[config.mk]
export PLATFORM = sky130hd
export DESIGN_NAME = dma_xlate_walker
export DESIGN_NICKNAME = d
export VERILOG_FILES = /design/src/rtl/xw_pkg.sv /design/src/rtl/xw_ent_addr.sv /design/src/rtl/xw_pte_eval.sv /design/src/rtl/dma_xlate_walker.sv
export SDC_FILE = /design/constraint.sdc
export NUM_CORES = 1
export LEC_CHECK = 0
export BUFFER_PORTS_ARGS = -buffer_cell sky130_fd_sc_hd__buf_2
export CORE_MARGIN = 5
export CORE_UTILIZATION = 57
export CTS_BUF_LIST = sky130_fd_sc_hd__clkbuf_16
export DETAILED_ROUTE_END_ITERATION = 7
export PLACE_DENSITY_LB_ADDON = 0.05
export SYNTH_ARGS = -nofsm -noshare
export SYNTH_HDL_FRONTEND = slang
export SYNTH_HIERARCHICAL = 1
export SYNTH_SLANG_ARGS = --single-unit
[constraint.sdc]
create_clock -name clk -period 4.1 [get_ports clk]
set_input_delay 0.615 -clock clk [delete_from_list [all_inputs] [get_ports clk]]
set_output_delay 0.615 -clock clk [all_outputs]
set_load 0.02 [all_outputs]
[src/rtl/xw_pkg.sv]
package xw_pkg;
  typedef enum logic [1:0] {ST_IDLE, ST_REQ, ST_WAIT} walk_st_t;

  localparam int PTE_VALID_BIT = 1;
  localparam int PTE_WRITE_BIT = 2;
  localparam int PPN_LSB       = 8;
  localparam int PPN_MSB       = 26;

  localparam logic [31:0] FSR_ERR    = 32'h8000_0000;
  localparam logic [31:0] FSR_LATE   = 32'h4000_0000;
  localparam logic [31:0] FSR_FIXED8 = 32'h0080_0000;
  localparam logic [31:0] FSR_RD     = 32'h0004_0000;
  localparam logic [31:0] FSR_AVAL   = 32'h0002_0000;
endpackage

[src/rtl/xw_ent_addr.sv]
module xw_ent_addr #(
  parameter int AW         = 32,
  parameter int PAGE_SHIFT = 12
) (
  input  logic [AW-1:0] base,
  input  logic [AW-1:0] win,
  input  logic [AW-1:0] va,
  output logic [AW-1:0] ent_addr
);
  localparam int IDX_SHIFT = PAGE_SHIFT - 2;

  logic [AW-1:0] offs;

  always_comb begin
    offs     = ((va & ~win) >> IDX_SHIFT) & ~AW'(3);
    ent_addr = (base << 4) + offs;
  end
endmodule

[src/rtl/xw_pte_eval.sv]
module xw_pte_eval
  import xw_pkg::*;
#(
  parameter int AW         = 32,
  parameter int PAGE_SHIFT = 12,
  parameter bit BIG_ENDIAN = 1'b1
) (
  input  logic [31:0]   raw,
  input  logic [AW-1:0] va,
  input  logic          is_write,
  output logic [AW-1:0] pa,
  output logic          fault,
  output logic [31:0]   fsr
);
  localparam int PPN_W = PPN_MSB - PPN_LSB + 1;

  logic [31:0] pte;

  generate
    if (BIG_ENDIAN) begin : g_swap
      assign pte = {raw[7:0], raw[15:8], raw[23:16], raw[31:24]};
    end else begin : g_flat
      assign pte = raw;
    end
  endgenerate

  logic unused_bits;
  assign unused_bits = ^{pte[31:PPN_MSB+1], pte[PPN_LSB-1:3], pte[0], va[AW-1:PAGE_SHIFT]};

  always_comb begin
    pa    = AW'({pte[PPN_MSB:PPN_LSB], va[PAGE_SHIFT-1:0]});
    fault = !pte[PTE_VALID_BIT] || (is_write && !pte[PTE_WRITE_BIT]);
    fsr   = FSR_ERR | FSR_LATE | FSR_FIXED8 | FSR_AVAL | (is_write ? 32'h0 : FSR_RD);
  end

  initial begin
    if (PPN_W + PAGE_SHIFT > AW) $error("address width too small for page number");
  end
endmodule

[src/rtl/dma_xlate_walker.sv]
module dma_xlate_walker
  import xw_pkg::*;
#(
  parameter int AW         = 32,
  parameter int PAGE_SHIFT = 12,
  parameter bit BIG_ENDIAN = 1'b1
) (
  input  logic          clk,
  input  logic          rst,
  input  logic [AW-1:0] ptb_base,
  input  logic [AW-1:0] win_base,
  input  logic          req_valid,
  output logic          req_ready,
  input  logic [AW-1:0] req_addr,
  input  logic          req_write,
  output logic          mem_req_valid,
  input  logic          mem_req_ready,
  output logic [AW-1:0] mem_req_addr,
  input  logic          mem_rsp_valid,
  input  logic [31:0]   mem_rsp_data,
  output logic          done,
  output logic          done_fault,
  output logic [AW-1:0] done_pa,
  output logic [31:0]   fault_status,
  output logic [AW-1:0] fault_addr
);
  walk_st_t      state;
  logic [AW-1:0] va_q;
  logic          wr_q;
  logic [AW-1:0] ent_addr;
  logic [AW-1:0] pa_c;
  logic          fault_c;
  logic [31:0]   fsr_c;

  xw_ent_addr #(.AW(AW), .PAGE_SHIFT(PAGE_SHIFT)) u_addr (
    .base     (ptb_base),
    .win      (win_base),
    .va       (req_addr),
    .ent_addr (ent_addr)
  );

  xw_pte_eval #(.AW(AW), .PAGE_SHIFT(PAGE_SHIFT), .BIG_ENDIAN(BIG_ENDIAN)) u_eval (
    .raw      (mem_rsp_data),
    .va       (va_q),
    .is_write (wr_q),
    .pa       (pa_c),
    .fault    (fault_c),
    .fsr      (fsr_c)
  );

  assign req_ready     = (state == ST_IDLE);
  assign mem_req_valid = (state == ST_REQ);

  always_ff @(posedge clk) begin
    if (rst) begin
      state        <= ST_IDLE;
      va_q         <= '0;
      wr_q         <= 1'b0;
      mem_req_addr <= '0;
      done         <= 1'b0;
      done_fault   <= 1'b0;
      done_pa      <= '0;
      fault_status <= '0;
      fault_addr   <= '0;
    end else begin
      done <= 1'b0;
      unique case (state)
        ST_IDLE: begin
          if (req_valid) begin
            va_q         <= req_addr;
            wr_q         <= req_write;
            mem_req_addr <= ent_addr;
            state        <= ST_REQ;
          end
        end
        ST_REQ: begin
          if (mem_req_ready) state <= ST_WAIT;
        end
        ST_WAIT: begin
          if (mem_rsp_valid) begin
            done       <= 1'b1;
            done_fault <= fault_c;
            done_pa    <= fault_c ? '0 : pa_c;
            if (fault_c) begin
              fault_status <= fsr_c;
              fault_addr   <= {va_q[AW-1:PAGE_SHIFT], {PAGE_SHIFT{1'b0}}};
            end
            state <= ST_IDLE;
          end
        end
        default: state <= ST_IDLE;
      endcase
    end
  end
endmodule

Word level (Yosys, flattened, before mapping):

Index checks and enable logic that the tools add are counted.

* bits in registers: 152
* input bits: 134
* output and inout port bits: 132

* reduce and logical (&&, ||, !) cells: 10
* eq/ne operators: 5
* add/sub/neg operators: 1
* bitwise gates (word level): 3
* mux-type cells: 7

Operators by type and width (number)
* $add A32 B22 Y32: 1
* $and A32 B32 Y32: 1
* $not A32 Y32: 1
* $mux W31: 1
* $mux W19: 1
* $mux W2: 3
* $pmux W2 S3: 1
* $reduce_and A3 Y1: 2
* $ne A2 B2 Y1 const B: 2
* $reduce_and A2 Y1: 2
* $eq A2 B1 Y1 const B: 1
* $eq A2 B2 Y1 const B: 1
* $logic_not A1 Y1: 2
* $logic_not A2 Y1: 1
* $ne A2 B1 Y1 const B: 1
* $reduce_or A2 Y1: 1
* $logic_and A1 B1 Y1: 1
* $logic_or A1 B1 Y1: 1
* $mux W1: 1
* $not A1 Y1: 1

Longest topological paths before layout:

Gate-level depths: netlist (run 1).

* depth in word-level cells: 4
* gate-level depth with buffers: 12
* mapped depth without buffers: 12

Cells and area by module:

The synthesis (run 1) kept the hierarchy.

Modules (own cells, without submodules)
* dma_xlate_walker: area each 6876.6 um^2, cells each 660, times used 1
* xw_ent_addr: area each 1149.9 um^2, cells each 157, times used 1
* xw_pte_eval: area each 493.0 um^2, cells each 67, times used 1

Least setup slack after synthesis (run 1):

No wires, ideal clock.

* path type: input port to flip-flop
* from: input port req_addr[22]
* to: register mem_req_addr[21]
* path slack: 1.518 ns
* setup time: 0.072 ns
* data arrival time: 2.511 ns
* path buffers: 0
* stages on the path: 11
* cells stage by stage: nor2b_1 -> ha_1 -> a21oi_1 -> o22ai_1 -> a211oi_2 -> a21oi_2 -> a221o_1 -> a21oi_2 -> xnor2_1 -> nand2b_1 -> mux2i_1

* longest elaborated chain between the ends: 2

RTL lines
* start: declaration: RTL line dma_xlate_walker.sv:14 `input logic [AW-1:0] req_addr,`
* $and A32 B32 Y32: RTL line xw_ent_addr.sv:15 `offs = ((va & ~win) >> IDX_SHIFT) & ~AW'(3);`
* $add A32 B22 Y32: RTL line xw_ent_addr.sv:16 `ent_addr = (base << 4) + offs;`
* via ent_addr[21]: RTL line dma_xlate_walker.sv:30 `logic [AW-1:0] ent_addr;`
* end signal: assignment: RTL line dma_xlate_walker.sv:72 `mem_req_addr <= ent_addr;`
* end: declaration: RTL line dma_xlate_walker.sv:18 `output logic [AW-1:0] mem_req_addr,`

The timed path passes the listed nets, and every way through them passes these cells.
A chain may end at the register's enable or synchronous reset.

Worst setup path in the final report (run 1):

* from: input port req_addr[14]
* to: register mem_req_addr[18]

The elaborated chain is that of the path after synthesis.

==> results of run 1 <==
## flip-flops by register name (all words and copies together), names as in the netlist
register      cells
done              1
done_fault        1
done_pa          32
fault_addr       20
fault_status     32
mem_req_addr     32
state             2
va_q             32
wr_q              1
## metal layers
metal	track usage, %	vias to the layer above
li1	-	3138
met3	7.79	21
met5	0	-
met1	24.1	2632
met2	29.5	141
met4	6.05	4
## power breakdown
part | internal (µW) | switching (µW) | leakage [µW] | total [µW]
Clock | 822 | 606 | 0.000264 | 1430
Combinational | 245 | 291 | 0.00296 | 535
Sequential | 1550 | 27.1 | 0.00124 | 1580
## cells in the final DEF (no fill, tap or decap), drive strengths merged, types with 5 or more instances in the layout
cell type and instances:
a21o 5, a21oi 17, buf 233, clkbuf 17, clkinv 8, conb 46
dfxtp 153, ha 18, inv 8, mux2i 149, nand2 12, nand2b 247
nand3 12, nor2 8, nor2b 24, o21ai 5, or3b 33, xnor2 14
xor2 11
## worst max path at each step
stage	slack, ns	end
finish	1.53	mem_req_addr[18]
global route	1.36	mem_req_addr[23]
global placement	1.15	mem_req_addr[18]
floorplan	1.52	mem_req_addr[21]
CTS	1.57	mem_req_addr[18]
detailed placement	1.13	mem_req_addr[21]
## worst min-delay path: stages
cell and delay, ns:
buf_2 0.09, nand2b_1 0.05, mux2i_1 0.06
## per-stage QoR
stage | instances | cell area (µm²)
after global placement | 1213 | 9230
after global routing | 1246 | 9770
after floorplan | 926 | 8680
after detailed placement | 1213 | 9230
final | 1246 | 9770
after CTS | 1245 | 9770
## logic make-up (layout without fill, tap and decap cells)
| logic type | Yosys count | count (layout) | synth area share (%) |
|---|---|---|---|
| simple gates | 355 | 355 | 26.6 |
| mux | 149 | 149 | 17.5 |
| compound gates | 43 | 43 | 3.77 |
| buf+inv | 136 | 271 | 10.6 |
| flops | 153 | 153 | 36.0 |
| xor+xnor | 25 | 25 | 2.57 |
| other cells | 4 | 47 | 0.176 |
| fa+ha+maj | 19 | 19 | 2.88 |
## cell type report
class,count,area [µm²],share of cell area (%)
diodes,1,2.50,0.0256
clock buffers,17,425,4.36
clock inverters,15,114,1.17
inverters,6,22.5,0.231
multi-input cells,637,4720,48.3
flip-flops and latches,153,3060,31.4
well taps,184,230,2.36
repair buffers,233,1190,12.2
==> reports/results.tsv, run 1 <==
stage	metric	value	unit
outcome	status	complete, no violations	
clocking	CTS Buf Count	17	
route	vias per cell	4.76	
global_route	first-pass GRT wire length	27600	µm
timing	Final Skew	0.00493	ns
synth	register area share after synthesis	36.0	%
flow_run	max-cap check violation count	0	
pwr	Leak	0.00446	µW
clocking	CTS Hold Bufs	0	
synth	Mapped Cells	884	
min_path	Cells on Worst Hold Path	3	
timing	hold slack	0.454	ns
clocking	CTS tree	yes	
timing	# setup viols final	0	
route	DR DRC count	0	
pwr	Total Power	3540	µW
placement	Routability Congestion	0.820	
timing	setup TNS	0	ns
floorplanning	die width	132	µm
synth	leading cell types by count after synthesis	nand2b_1, dfxtp_1, mux2i_1	
setup_path	critical setup path kind	input pin to flip-flop	
setup_path	Worst Setup SP	req_addr[14]	
route	top sig layer	met5	
cells_and_area	# nets final	1201	
setup_path	Critical-path top delay cell	fa_1	
setup_path	worst reg-to-reg path cell count	5	
pwr	PwrDens	362	nW/µm²
route	Final ANT Viol Nets	0	
synth	register bit total from synthesis	153	
floorplanning	initial core utilization	58.4	%
clocking	clock transition at the registers of the reported paths	0.06	ns
setup_path	CP Data Arrival Time	2.85	ns
route	met2 wire length	7870	µm
clocking	post-CTS setup buffers	0	
route	vias	5936	
global_route	grt total ovfl	0	
setup_path	crit path capture type	flip-flop	
clocking	Worst-Skew Late Latency	0.41	ns
timing	RSZ-0062 raised after global routing	false	
global_route	initial antenna violation count	3	
setup_path	CP delay by family, top	compound AO/OA/AOI/OAI gates	
synth	Yosys top cell area share	36.0	%
global_route	number of global-route vias before repair	5549	
clocking	Clock Path Buffers	2	
synth	Netlist cell types	51	
placement	IO buf count	226	
synth	YS warnings	6	
route	final WL	17300	µm
timing	Worst-Margin Slew	1.06	ns
clocking	clock tree sinks	153	
cells_and_area	Final Util	67.0	%
min_path	Hold Path Class	input pin to flip-flop	
synth	ys flop type	dfxtp_1	
synth	EDFF count, synth	0	
clocking	Root Driver	clkbuf_16	
route	M1 WL	7830	µm
placement	Placement Setup Slack	1.13	ns
global_route	largest net degree at the start of global routing	109	
route	wire length per cell	13.9	µm
floorplanning	DIE HEIGHT	132	µm
clocking	H-tree levels	4	
floorplanning	Core Rows	44	
floorplanning	Core ar.	14600	µm²
min_path	Hold Startpoint	req_addr[11]	
synth	Area contributors post-synth	dfxtp_1, nand2b_1, mux2i_1, buf_4, or3b_1	
clocking	CTS-repair resized insts	0	
setup_path	r2r startpoint	wr_q	
timing	Slew HR	29.2	%
synth	Syn Std Cell Area	8520	µm²
timing	Tcrit/Tclk final	62.7	%
timing	max-slew violations	0	
setup_path	CP Buf/Inv Count	1	
placement	DP Wirelength	12200	µm
timing	Hold Fails Final Rpt	0	
floorplanning	Die Area	17500	µm²
route	first-pass iteration count of the detailed router	4	
setup_path	crit-path cells	buf_2 > nor2b_1 > ha_1 > fa_1 > a21o_1 > a2bb2oi_1 > a21oi_1 > nand3_1 > nand2_1 > a31o_2 > xor2_1 > nand2b_1 > mux2i_1	
synth	largest area contributor in the netlist	dfxtp_1	
synth	top-count cell post-synth	nand2b_1	
cells_and_area	fill count	1232	
cells_and_area	Area Growth Syn to Fin	14.7	%
route	Initial DRC Count	232	
setup_path	CP max stage delay	0.41	ns
pwr	VDD IR max	0.263	mV
setup_path	Reg-to-Reg End	fault_status[31]	
setup_path	Critical Path RT	4.38	ns
synth	Async S/R FF share, synth	0	%
timing	Max Fclk	389	MHz
route	wire length on met3	1260	µm
setup_path	worst reg2reg setup slack	1.93	ns
setup_path	Crit path depth	13	
global_route	Total GRT Usage	19.0	%
synth	Avg Inst Size Synth	9.64	µm²
timing	Setup WS post-layout	1.53	ns
timing	crit path time final	2.57	ns
setup_path	startpoint types	input pin	
floorplanning	IO Pins	266	
cells_and_area	share of layout cells above drive strength 1	26.3	%
min_path	hold path endpoint	va_q[11]	
setup_path	worst-path fanout max	3	
Power figures use the tool's default switching activity.
==> run 2, diff against run 1 <==
- CORE_UTILIZATION: 57 -> 47
- clock period: 4.1 -> 2.2 ns (I/O delays scaled with it)
==> reports/results.tsv, run 2 (same netlist as run 1, synthesis figures left out) <==
stage	metric	value	unit
global_route	GR Util met2	28.1	%
timing	crit path time final	2.07	ns
cells_and_area	Area Growth Syn to Fin	22.8	%
clocking	CTS-repair resized insts	0	
route	DR DRC count	0	
setup_path	Critical-path top delay cell	ha_1	
route	wire length per cell	13.6	µm
pwr	internal power	5340	µW
clocking	CTS tree	yes	
global_route	M3 GR Usage	4.99	%
cells_and_area	Finished Layout Cells	1346	
global_route	grt total ovfl	0	
placement	dpl cells	1313	
setup_path	Critical Path RT	2.55	ns
clocking	H-tree levels	4	
cells_and_area	most common cell after layout, fill and taps aside	nand2b_1	
pwr	Leak	0.00481	µW
timing	Hold Fails Final Rpt	0	
clocking	post-CTS setup buffers	0	
cells_and_area	fill count	1643	
cells_and_area	Final Util	58.4	%
clocking	clock tree sinks	153	
route	Initial DRC Count	222	
floorplanning	die width	145	µm
timing	Slew HR	59.7	%
cells_and_area	share of layout cells above drive strength 1	31.2	%
setup_path	CP Buf/Inv Count	2	
cells_and_area	most frequent cells in the layout	nand2b_1, buf_2, dfxtp_1	
pwr	PwrDens	685	nW/µm²
timing	hold slack	0.174	ns
placement	DP Wirelength	13200	µm
floorplanning	Die Area	20900	µm²
pwr	Clock power frac	43.2	%
setup_path	crit path capture type	flip-flop	
floorplanning	Core Rows	49	
setup_path	critical setup path kind	input pin to flip-flop	
global_route	gr busiest metal	met2	
route	first-pass iteration count of the detailed router	4	
outcome	status	complete, no violations	
timing	# setup viols final	0	
pwr	sw frac	25.5	%
min_path	Hold Path Class	input pin to flip-flop	
setup_path	crit-path cells	buf_2 > nor2b_1 > ha_1 > nand4_1 > o22ai_2 > a211oi_2 > buf_4 > a21oi_4 > a31oi_4 > nor3_1 > xor2_1 > nand2b_1 > mux2i_1	
global_route	GRT met1 Usage	22.9	%
cells_and_area	# nets final	1256	
setup_path	worst reg2reg setup slack	0.80	ns
clocking	Worst-Skew Late Latency	0.41	ns
global_route	Total GRT Usage	17.5	%
setup_path	worst-path fanout max	3	
pwr	Comb pwr share	15.8	%
route	final WL	18300	µm
clocking	Clock Path Buffers	2	
global_route	number of global-route vias before repair	6112	
timing	Final Skew	0.00593	ns
setup_path	startpoint types	input pin	
route	vias per cell	4.54	
timing	Tcrit/Tclk final	94.3	%
floorplanning	Core ar.	17900	µm²
clocking	clock transition at the registers of the reported paths	0.06	ns
clocking	Root Driver	clkbuf_16	
timing	Worst-Margin Slew	0.604	ns
clocking	CTS Hold Bufs	0	
floorplanning	initial core utilization	47.6	%
pwr	VDD IR max	0.524	mV
floorplanning	IO Pins	266	
pwr	sequential share of power	41.0	%
timing	max-slew violations	0	
cells_and_area	Reg area	3060	µm²
clocking	CTS Buf Count	17	
cells_and_area	Multi-input gate area	4790	µm²
timing	RSZ-0062 raised after global routing	false	
global_route	first-pass GRT wire length	29600	µm
route	vias	6111	
timing	Max Fclk	482	MHz
placement	Routability Congestion	0.881	
setup_path	CP delay by family, top	simple AND/OR/NAND/NOR gates	
route	Final ANT Viol Nets	0	
floorplanning	DIE HEIGHT	145	µm
pwr	sw power	1830	µW
global_route	initial antenna violation count	1	
placement	IO buf count	226	
setup_path	CP max stage delay	0.33	ns
global_route	largest net degree at the start of global routing	108	
setup_path	CP Data Arrival Time	2.42	ns
flow_run	max-cap check violation count	0	
## run 2: worst register-to-register path, cell delays in order (launching register included)
cell and delay (ns):
dfxtp_1 0.34, inv_1 0.06, o21ai_2 0.17, and4b_2 0.27
buf_12 0.24, mux2i_1 0.25
## run 2: metrics by stage
| step | cell area [µm²] | power (µW) | worst slack (ns) | setup TNS, ns |
|---|---|---|---|---|
| 2_1_floorplan | 8690 | 3830 | -0.0259 | -0.0573 |
| 3_3_place_gp | 9780 | 4120 | -0.355 | -4.38 |
| 3_5_place_dp | 9780 | 4120 | -0.380 | -4.67 |
| 4_1_cts | 10400 | 7250 | 0.0742 | 0 |
| 5_1_grt | 10500 | 7500 | 0.00331 | 0 |
| 6_report | 10500 | 7170 | 0.125 | 0 |
## run 2: area by class of cell
cell class	count	share of cell area, %
well taps	229	2.74
diodes	1	0.0239
clock inverters	15	1.89
multi-input cells	637	45.7
inverters	6	0.215
clock buffers	17	4.07
repair buffers	288	16.0
flip-flops and latches	153	29.3
## run 2: routing by layer
layer | vias to the layer above | part of all wire (%)
met5 | - | 0.038
met4 | 2 | 1.5
met3 | 20 | 6.4
met2 | 152 | 46
met1 | 2690 | 46
li1 | 3247 | -
## run 2: path summary, 6_finish.rpt
check | from | endpoint | depth (start not counted)
setup / recovery | req_addr[22] | mem_req_addr[29] | 13
hold reg to reg | done_pa[18] | done_pa[18] | 2
setup reg to reg | wr_q | fault_status[31] | 5
hold / removal | req_addr[11] | va_q[11] | 3
## run 2: power by group through the flow
stage          Sequential, µW  Clock, µW  Combinational (µW)
2_1_floorplan            3070          0                 763
3_3_place_gp             2990          0                1130
3_5_place_dp             3000          0                1130
4_1_cts                  2940       3190                1130
5_1_grt                  2950       3300                1250
6_report                 2940       3100                1130
==> run 3, diff against run 2 <==
- CORE_UTILIZATION: 47 -> 49
- CTS_BUF_LIST: sky130_fd_sc_hd__clkbuf_16 -> sky130_fd_sc_hd__clkbuf_8
==> reports/results.tsv, run 3 (same netlist as run 1, synthesis figures left out) <==
stage	metric	value	unit
timing	hold slack	0.137	ns
route	Final ANT Viol Nets	0	
placement	Routability Congestion	0.835	
placement	Area after DPL	9750	µm²
placement	DP Wirelength	13300	µm
setup_path	Critical Path RT	2.57	ns
min_path	hold path endpoint	va_q[11]	
global_route	initial antenna violation count	3	
global_route	Total GRT Usage	18.0	%
setup_path	r2r startpoint	wr_q	
min_path	Hold Path Class	input pin to flip-flop	
global_route	largest net degree at the start of global routing	121	
cells_and_area	share of layout cells above drive strength 1	30.5	%
floorplanning	Core ar.	17200	µm²
cells_and_area	Final Util	59.2	%
setup_path	worst reg-to-reg path cell count	5	
clocking	clock transition at the registers of the reported paths	0.08	ns
setup_path	critical setup path kind	input pin to flip-flop	
clocking	CTS-repair resized insts	0	
setup_path	startpoint types	input pin	
outcome	status	complete, no violations	
pwr	Total Power	6260	µW
floorplanning	IO Pins	266	
clocking	clock tree sinks	153	
cells_and_area	# nets final	1256	
clocking	Root Driver	clkbuf_8	
timing	Max Fclk	474	MHz
pwr	VDD IR max	0.359	mV
setup_path	Worst Setup SP	req_addr[18]	
floorplanning	Die Area	20100	µm²
timing	Setup WS post-layout	0.0887	ns
cells_and_area	most frequent cells in the layout	nand2b_1, buf_2, dfxtp_1	
setup_path	critical path's most frequent cell	a21oi_2	
setup_path	crit-path cells	buf_2 > nor2b_1 > ha_1 > a21oi_1 > nand2_1 > o211ai_2 > a21oi_2 > a221o_1 > a21oi_2 > xnor2_1 > nand2b_1 > mux2i_1	
clocking	CTS Hold Bufs	0	
route	vias	6168	
route	wire length per cell	13.6	µm
global_route	number of global-route vias before repair	5909	
cells_and_area	most common cell after layout, fill and taps aside	nand2b_1	
setup_path	CP max stage delay	0.33	ns
timing	crit path time final	2.11	ns
clocking	CTS Buf Count	17	
cells_and_area	Post-Layout Inst Area	10200	µm²
timing	Worst-Margin Slew	0.643	ns
setup_path	CP delay by family, top	compound AO/OA/AOI/OAI gates	
setup_path	CP Buf/Inv Count	1	
floorplanning	DIE HEIGHT	142	µm
timing	Hold Fails Final Rpt	0	
timing	# setup viols final	0	
setup_path	CP Data Arrival Time	2.48	ns
timing	Tcrit/Tclk final	96.0	%
cells_and_area	Area Growth Syn to Fin	19.4	%
pwr	PwrDens	616	nW/µm²
placement	IO buf count	226	
clocking	CTS tree	yes	
clocking	Worst-Skew Late Latency	0.45	ns
min_path	Hold Startpoint	req_addr[11]	
global_route	grt total ovfl	0	
cells_and_area	fill count	1597	
clocking	H-tree levels	4	
floorplanning	die width	142	µm
setup_path	worst reg2reg setup slack	0.75	ns
clocking	Clock Path Buffers	2	
route	Initial DRC Count	173	
flow_run	max-cap check violation count	0	
global_route	first-pass GRT wire length	29300	µm
setup_path	Reg-to-Reg End	fault_status[31]	
route	first-pass iteration count of the detailed router	4	
floorplanning	initial core utilization	49.6	%
timing	Final Skew	0.0119	ns
pwr	Leak	0.00469	µW
setup_path	Critical-path top delay cell	ha_1	
timing	RSZ-0062 raised after global routing	false	
clocking	post-CTS setup buffers	0	
route	vias per cell	4.60	
setup_path	worst-path fanout max	5	
timing	max-slew violations	0	
route	final WL	18200	µm
setup_path	crit path capture type	flip-flop	
min_path	Cells on Worst Hold Path	3	
timing	Slew HR	57.1	%
floorplanning	Core Rows	48	
placement	Placement Setup Slack	-0.342	ns
route	DR DRC count	0	
==> run 3: changes by cell type in the layout (fill, tap and decap cells not counted), sizes merged <==
cell,previous run,this run
bufinv,4,3
clkbuf,17,18
clkinv,7,4
clkinvlp,1,4
==> run 3: stage by stage <==
step	TNS, ns	cells
4_1_cts	0	1341
2_1_floorplan	-0.0573	926
3_5_place_dp	-4.23	1309
3_3_place_gp	-3.97	1309
6_report	0	1342
5_1_grt	0	1342
==> run 3: worst reg2reg max path, delay by kind of cell (launching register included) <==
family          cells  cell delay [ns]
simple gates        1             0.27
mux                 1             0.23
compound gates      1             0.17
buf+inv             2             0.38
flops               1             0.34
==> run 3: how the worst max path moves through the flow <==
stage                        to  slack [ns]  depth (start not counted)
3_5_place_dp   mem_req_addr[18]       -0.34                         13
6_report       mem_req_addr[21]        0.09                         12
3_3_place_gp   mem_req_addr[18]       -0.32                         13
4_1_cts        mem_req_addr[18]        0.13                         13
5_1_grt        mem_req_addr[31]        0.02                         12
2_1_floorplan  mem_req_addr[18]       -0.03                         12
==> run 3: area by class of cell <==
type	count	area (µm²)	share of cell area [%]
Sequential cell	153	3060	30.1
Inverter	6	22.5	0.221
Multi-Input combinational cell	637	4740	46.6
Antenna cell	1	2.50	0.0246
Timing Repair Buffer	288	1650	16.2
Tap cell	225	282	2.77
Clock inverter	14	159	1.56
Clock buffer	18	248	2.44
==> run 3: metal layers <==
layer / vias to the layer above / part of all wire, % / global-route usage (%)
met5: - / 0.15 / 0
met2: 137 / 45 / 28.0
met1: 2765 / 47 / 23.5
met3: 24 / 7.0 / 6.10
met4: 4 / 1.4 / 5.91
li1: 3238 / - / -
==> run 3: where the power goes <==
group          total, µW  internal [µW]  leakage, µW  switching [µW]
combinational       1120            550      0.00324             572
clock               2210           1140     0.000204            1070
sequential          2930           2880      0.00124            50.0
total               6260           4570      0.00469            1700
